### src/rtl/tvldpc_pkg.sv
package tvldpc_pkg;

  // number of check equations in one period
  localparam int unsigned TV_SLOTS = 3;

  // nonzero information delays of each equation (the zero delay is implicit)
  localparam int unsigned TV_INFO_TAPS [TV_SLOTS][2] = '{
    '{56, 373},
    '{197, 457},
    '{70, 485}
  };

  // nonzero parity delays of each equation (the zero delay is implicit)
  localparam int unsigned TV_PAR_TAPS [TV_SLOTS][2] = '{
    '{218, 406},
    '{22, 491},
    '{181, 236}
  };

  typedef struct packed {
    logic sys;
    logic par;
    logic sob;
    logic eob;
  } code_pair_t;

endpackage

### src/rtl/tvldpc_slot_ctr.sv
module tvldpc_slot_ctr #(
  parameter int unsigned NUM_SLOTS = 3,
  localparam int unsigned SW = (NUM_SLOTS > 1) ? $clog2(NUM_SLOTS) : 1
) (
  input  logic          clk,
  input  logic          rst,
  input  logic          adv,
  input  logic          restart,
  output logic [SW-1:0] slot
);

  logic [SW-1:0] slot_q;

  // a restart applies to the bit that carries it
  assign slot = restart ? '0 : slot_q;

  always_ff @(posedge clk) begin
    if (rst) begin
      slot_q <= '0;
    end else if (adv) begin
      slot_q <= (slot == SW'(NUM_SLOTS - 1)) ? '0 : slot + SW'(1);
    end
  end

  AST_SLOT_RANGE: assert property (@(posedge clk) disable iff (rst)
    slot_q < SW'(NUM_SLOTS));

  AST_SOB_SLOT: assert property (@(posedge clk) disable iff (rst)
    (adv && restart) |=> (slot_q == SW'((NUM_SLOTS > 1) ? 1 : 0)));

endmodule

### src/rtl/tvldpc_hist.sv
module tvldpc_hist #(
  parameter int unsigned NUM_SLOTS = 3,
  parameter int unsigned TAPS [NUM_SLOTS][2] = '{'{1, 2}, '{1, 2}, '{1, 2}},
  localparam int unsigned NT = NUM_SLOTS * 2
) (
  input  logic          clk,
  input  logic          rst,
  input  logic          shift,
  input  logic          clear,
  input  logic          din,
  output logic [NT-1:0] tap_bits
);

  function automatic int unsigned deepest();
    int unsigned m = 2;
    for (int s = 0; s < int'(NUM_SLOTS); s++) begin
      for (int k = 0; k < 2; k++) begin
        if (TAPS[s][k] > m) m = TAPS[s][k];
      end
    end
    return m;
  endfunction

  localparam int unsigned DEPTH = deepest();

  // hist_q[k-1] holds the bit from k accepted steps ago
  logic [DEPTH-1:0] hist_q;

  always_ff @(posedge clk) begin
    if (rst) begin
      hist_q <= '0;
    end else if (shift) begin
      if (clear) begin
        hist_q <= {{(DEPTH-1){1'b0}}, din};
      end else begin
        hist_q <= {hist_q[DEPTH-2:0], din};
      end
    end
  end

  for (genvar s = 0; s < NUM_SLOTS; s++) begin : g_slot
    for (genvar k = 0; k < 2; k++) begin : g_tap
      assign tap_bits[s*2+k] = clear ? 1'b0 : hist_q[TAPS[s][k]-1];
    end
  end

  AST_CLEAR_ZERO: assert property (@(posedge clk) disable iff (rst)
    (shift && clear) |=> (hist_q[DEPTH-1:1] == '0));

  AST_FROZEN: assert property (@(posedge clk) disable iff (rst)
    !shift |=> $stable(hist_q));

endmodule

### src/rtl/tvldpc_parity.sv
module tvldpc_parity #(
  parameter int unsigned NUM_SLOTS = 3,
  localparam int unsigned SW = (NUM_SLOTS > 1) ? $clog2(NUM_SLOTS) : 1,
  localparam int unsigned NT = NUM_SLOTS * 2
) (
  input  logic [SW-1:0] slot,
  input  logic          u_now,
  input  logic [NT-1:0] info_taps,
  input  logic [NT-1:0] par_taps,
  output logic          parity
);

  logic [NUM_SLOTS-1:0] partial;

  for (genvar s = 0; s < NUM_SLOTS; s++) begin : g_eq
    assign partial[s] = info_taps[s*2] ^ info_taps[s*2+1]
                      ^ par_taps[s*2] ^ par_taps[s*2+1];
  end

  always_comb begin
    parity = u_now;
    for (int s = 0; s < int'(NUM_SLOTS); s++) begin
      if (slot == SW'(s)) parity = u_now ^ partial[s];
    end
  end

endmodule

### src/rtl/tvldpc_encoder.sv
module tvldpc_encoder
  import tvldpc_pkg::*;
#(
  parameter int unsigned NUM_SLOTS = TV_SLOTS,
  parameter int unsigned INFO_TAPS [NUM_SLOTS][2] = TV_INFO_TAPS,
  parameter int unsigned PAR_TAPS  [NUM_SLOTS][2] = TV_PAR_TAPS
) (
  input  logic clk,
  input  logic rst,
  input  logic in_valid,
  output logic in_ready,
  input  logic in_bit,
  input  logic in_sob,
  input  logic in_eob,
  output logic out_valid,
  input  logic out_ready,
  output logic out_sys,
  output logic out_par,
  output logic out_sob,
  output logic out_eob
);

  localparam int unsigned SW = (NUM_SLOTS > 1) ? $clog2(NUM_SLOTS) : 1;
  localparam int unsigned NT = NUM_SLOTS * 2;

  logic          accept;
  logic [SW-1:0] slot;
  logic [NT-1:0] info_taps;
  logic [NT-1:0] par_taps;
  logic          parity;
  logic          valid_q;
  code_pair_t    pair_q;

  assign in_ready = !valid_q || out_ready;
  assign accept   = in_valid && in_ready;

  tvldpc_slot_ctr #(.NUM_SLOTS(NUM_SLOTS)) u_slot (
    .clk(clk), .rst(rst), .adv(accept), .restart(in_sob), .slot(slot)
  );

  tvldpc_hist #(.NUM_SLOTS(NUM_SLOTS), .TAPS(INFO_TAPS)) u_info_hist (
    .clk(clk), .rst(rst), .shift(accept), .clear(in_sob),
    .din(in_bit), .tap_bits(info_taps)
  );

  tvldpc_hist #(.NUM_SLOTS(NUM_SLOTS), .TAPS(PAR_TAPS)) u_par_hist (
    .clk(clk), .rst(rst), .shift(accept), .clear(in_sob),
    .din(parity), .tap_bits(par_taps)
  );

  tvldpc_parity #(.NUM_SLOTS(NUM_SLOTS)) u_parity (
    .slot(slot), .u_now(in_bit), .info_taps(info_taps),
    .par_taps(par_taps), .parity(parity)
  );

  always_ff @(posedge clk) begin
    if (rst) begin
      valid_q <= 1'b0;
      pair_q  <= '0;
    end else if (accept) begin
      valid_q <= 1'b1;
      pair_q  <= '{sys: in_bit, par: parity, sob: in_sob, eob: in_eob};
    end else if (out_ready) begin
      valid_q <= 1'b0;
    end
  end

  assign out_valid = valid_q;
  assign out_sys   = pair_q.sys;
  assign out_par   = pair_q.par;
  assign out_sob   = pair_q.sob;
  assign out_eob   = pair_q.eob;

  AST_SYS_FOLLOWS: assert property (@(posedge clk) disable iff (rst)
    accept |=> (out_valid && out_sys == $past(in_bit)));

  AST_MARK_FWD: assert property (@(posedge clk) disable iff (rst)
    accept |=> (out_sob == $past(in_sob) && out_eob == $past(in_eob)));

  AST_STALL_HOLD: assert property (@(posedge clk) disable iff (rst)
    (out_valid && !out_ready) |=> (out_valid && $stable(pair_q)));

endmodule

### config.mk
export PLATFORM = sky130hd
export DESIGN_NAME = tvldpc_encoder
export DESIGN_NICKNAME = d
export VERILOG_FILES = /design/src/rtl/tvldpc_pkg.sv /design/src/rtl/tvldpc_slot_ctr.sv /design/src/rtl/tvldpc_hist.sv /design/src/rtl/tvldpc_parity.sv /design/src/rtl/tvldpc_encoder.sv
export SDC_FILE = /design/constraint.sdc
export NUM_CORES = 2
export LEC_CHECK = 0
export CORE_ASPECT_RATIO = 0.8
export CORE_UTILIZATION = 65
export CTS_CLUSTER_DIAMETER = 200
export CTS_CLUSTER_SIZE = 16
export DETAILED_ROUTE_END_ITERATION = 8
export PLACE_DENSITY = 0.91
export SYNTH_ARGS = -nofsm -noshare
export SYNTH_HDL_FRONTEND = slang
export SYNTH_SLANG_ARGS = --single-unit
### constraint.sdc
create_clock -name clk -period 4.5 [get_ports clk]
set_clock_uncertainty 0.2 [all_clocks]
set_input_delay 1.125 -clock clk [delete_from_list [all_inputs] [get_ports clk]]
set_output_delay 1.125 -clock clk [all_outputs]
set_load 0.01 [all_outputs]
==> metrics.txt <==
core footprint=57,000 um2; unrepaired setup endpoints after global routing=no; setup TNS=0 ns; Critical Path Most Common Cell=clkdlybuf4s50_1; clock insertion delay at the later pin of the skew report=0.62 ns; hold depth=2; Max Cap Viol=0; Seq cells post-synth=981; number of buffers and inverters on the critical path=2; CP max stage cell=clkdlybuf4s50_1; starting DRC count in detailed routing=2,475; TritonCTS clock tree=built; area grow syn2layout=5.17%; # IOs=13; hold buffers post-CTS=0; layout cell share with drive strength beyond 1=3.47%; final setup vio count=0; largest net degree at the start of global routing=145; GRT busiest layer=met2; worst hold path endpoint=u_info_hist.hist_q[289]; Mapped Cells=between 4,000 and 5,000; Final Util=69.6%; postcts setup bufs=0; Core Rows=78; Worst Path Required=3.17 ns; Yosys warning total=0; post-synthesis instance area=37,700 um2; hpwl dp=35,300 um; drt via density=5.88; initial antenna violation count=0; WS Path Type=in -> out; CP max FO=4; drt pass-1 iters=7; first-pass GRT wire length=119,000 um; min Tclk post-route=3.61 ns; Die Wd=271 um; Clock Path Buffers=3; CTS resizes=0; worst-margin pin slew=approximately 0.74 ns; delay-heaviest family, CP=buffers and inverters; Final ANT Viol Nets=0; input/output buffers=12; hold slack=0.250 ns; Worst Setup SP=out_ready; fmax=277 MHz; Die Y=218 um; type of the worst min-delay path=reg -> reg; FF-to-FF End=u_par_hist.hist_q[160]; total power=0.0153 W; met1 usage=28.0%; P_leak=around 12 nW; CTS Buf Count=71; H-tree levels=3; drt drc=0; register-to-register setup slack=2.40 ns; R2R depth=6; CP endpoint kind=output port; r2r startpoint=out_valid; outcome=finished, final reports clean; clock slew at reported path FFs=approximately 0.07 ns; root buf cell=clkbuf_16; gr ovfl total=0; die area=59,000 um2; syn avg cell area=8.62 um2; met2 usage=41.2%; Yosys cell types=22; PwrDens=between 300 and 400 nW/um2; Critical Path, Cell by Cell=clkdlybuf4s50_1 > nand2b_4 > clkdlybuf4s50_1; slowest cell delay on critical path=0.55 ns; relative slew slack=50.7%; WL/cell=14.2 um; Peak VDD IR=0.350 mV; HP Start=u_info_hist.hist_q[289]; # nets final=4,091; final hold violation count=0; Tot GR Track Use=22.7%; FILL cells=4,145; CTS sink cnt=a little under 1,000; register area share after synthesis=a little over half; routability cong.=roughly 0.72; detailed-route via count=28,505; Net Count, Synth=4,383; startpoint types=primary input; Final Max Tran Viols=0; M3 GR Usage=3.04%; fin crit share=80.2%; crit path DAT=2.28 ns; vias in the first global route=about 27,000; final WL=68,700 um; n_diodes=0; Initial Util=66.2%
==> flip-flops by register name, indices dropped and copies added, names as in the netlist <==
| signal | count |
|---|---|
| u_info_hist.hist_q | 485 |
| out_eob | 1 |
| out_valid | 1 |
| out_sob | 1 |
| u_par_hist.hist_q | 491 |
| u_slot.slot_q | 2 |
==> cell usage in the layout, fill, tap and decap left out <==
| master | instances |
|---|---|
| a311oi_2 | 1 |
| clkbuf_16 | 76 |
| a22oi_1 | 1 |
| nand2b_4 | 1 |
| buf_4 | 17 |
| nand2_8 | 1 |
| nand3_1 | 3 |
| nor3b_1 | 1 |
| and2_4 | 1 |
| a21o_1 | 1 |
| a21oi_1 | 979 |
| clkinv_8 | 2 |
| xnor2_1 | 6 |
| nor2_1 | 4 |
| inv_6 | 1 |
| clkdlybuf4s50_1 | 10 |
| buf_12 | 40 |
| dfxtp_1 | 981 |
| nand2_1 | 981 |
| inv_1 | 1 |
| nand3b_1 | 974 |
| buf_8 | 2 |
| nor3_1 | 3 |
| xor2_1 | 3 |
==> worst min-delay path: cells and delay by family, from the launching register on <==
| kind | cells | cell delay, ns |
|---|---|---|
| AOI/OAI and AO/OA | 1 | 0.05 |
| and+or+nand+nor | 1 | 0.05 |
| DFF | 1 | 0.31 |
==> cell type report <==
class / instances / area, um2 / share of cell area [%]
Multi-Input combinational cell: 2960 / 16100 / 40.6
Timing Repair Buffer: 69 / 1060 / 2.67
Clock inverter: 3 / 41.3 / 0.104
Sequential cell: 981 / 19600 / 49.5
Clock buffer: 76 / 1900 / 4.79
Tap cell: 760 / 951 / 2.40
Inverter: 1 / 3.75 / 0.00946
==> worst max-delay path by stage <==
stage / depth (start not counted) / end / slack [ns]
final: 3 / in_ready / 0.89
after global routing: 3 / in_ready / 0.85
after CTS: 3 / in_ready / 0.89
after detailed placement: 3 / in_ready / 0.89
after global placement: 3 / in_ready / 0.90
after floorplan: 1 / in_ready / 1.91
==> cells in the mapped netlist, drive strengths merged <==
master	instances	share of area, %
dfxtp	981	52
nor3	3	0.040
a21oi	979	13
nand3	3	0.040
and2	1	0.017
inv	1	0.0099
nand2b	1	0.036
a311oi	1	0.040
xnor2	6	0.14
buf	182	2.8
nor2	4	0.040
a21o	1	0.020
nor3b	1	0.020
a22oi	1	0.020
clkbuf	252	2.5
nand2	982	9.8
nand3b	974	19
xor2	3	0.070
==> per-layer routing <==
metal / up-vias / wire length [um]
met5: - / 0
met4: 0 / 1210
met3: 101 / 1860
met2: 373 / 33900
met1: 13870 / 31700
li1: 14161 / -
==> metrics by stage <==
step / instances / setup slack (ns) / area, um2
2_1_floorplan: 4376 / 1.91 / 37700
3_3_place_gp: 4771 / 0.900 / 37800
3_5_place_dp: 4771 / 0.886 / 37800
4_1_cts: 4850 / 0.887 / 39700
5_1_grt: 4850 / 0.854 / 39700
6_report: 4850 / 0.892 / 39700
==> kinds of logic (layout without fill, tap and decap cells) <==
| kind of cell | count (synthesis) | in the layout | synth area share [%] |
|---|---|---|---|
| AOI/OAI and AO/OA | 982 | 982 | 13.1 |
| xor gates and xnor gates | 9 | 9 | 0.209 |
| buffers and inverters | 435 | 149 | 5.36 |
| DFF | 981 | 981 | 52.0 |
| and+or+nand+nor | 1969 | 1969 | 29.3 |
==> power by group <==
group | internal [W] | total [W] | switching (W)
clock network | 0.00299 | 0.00584 | 0.00285
registers | 0.00868 | 0.00868 | 0.00000433
logic | 0.000237 | 0.000819 | 0.000583
Note: power is estimated with default switching activity, not from simulation.
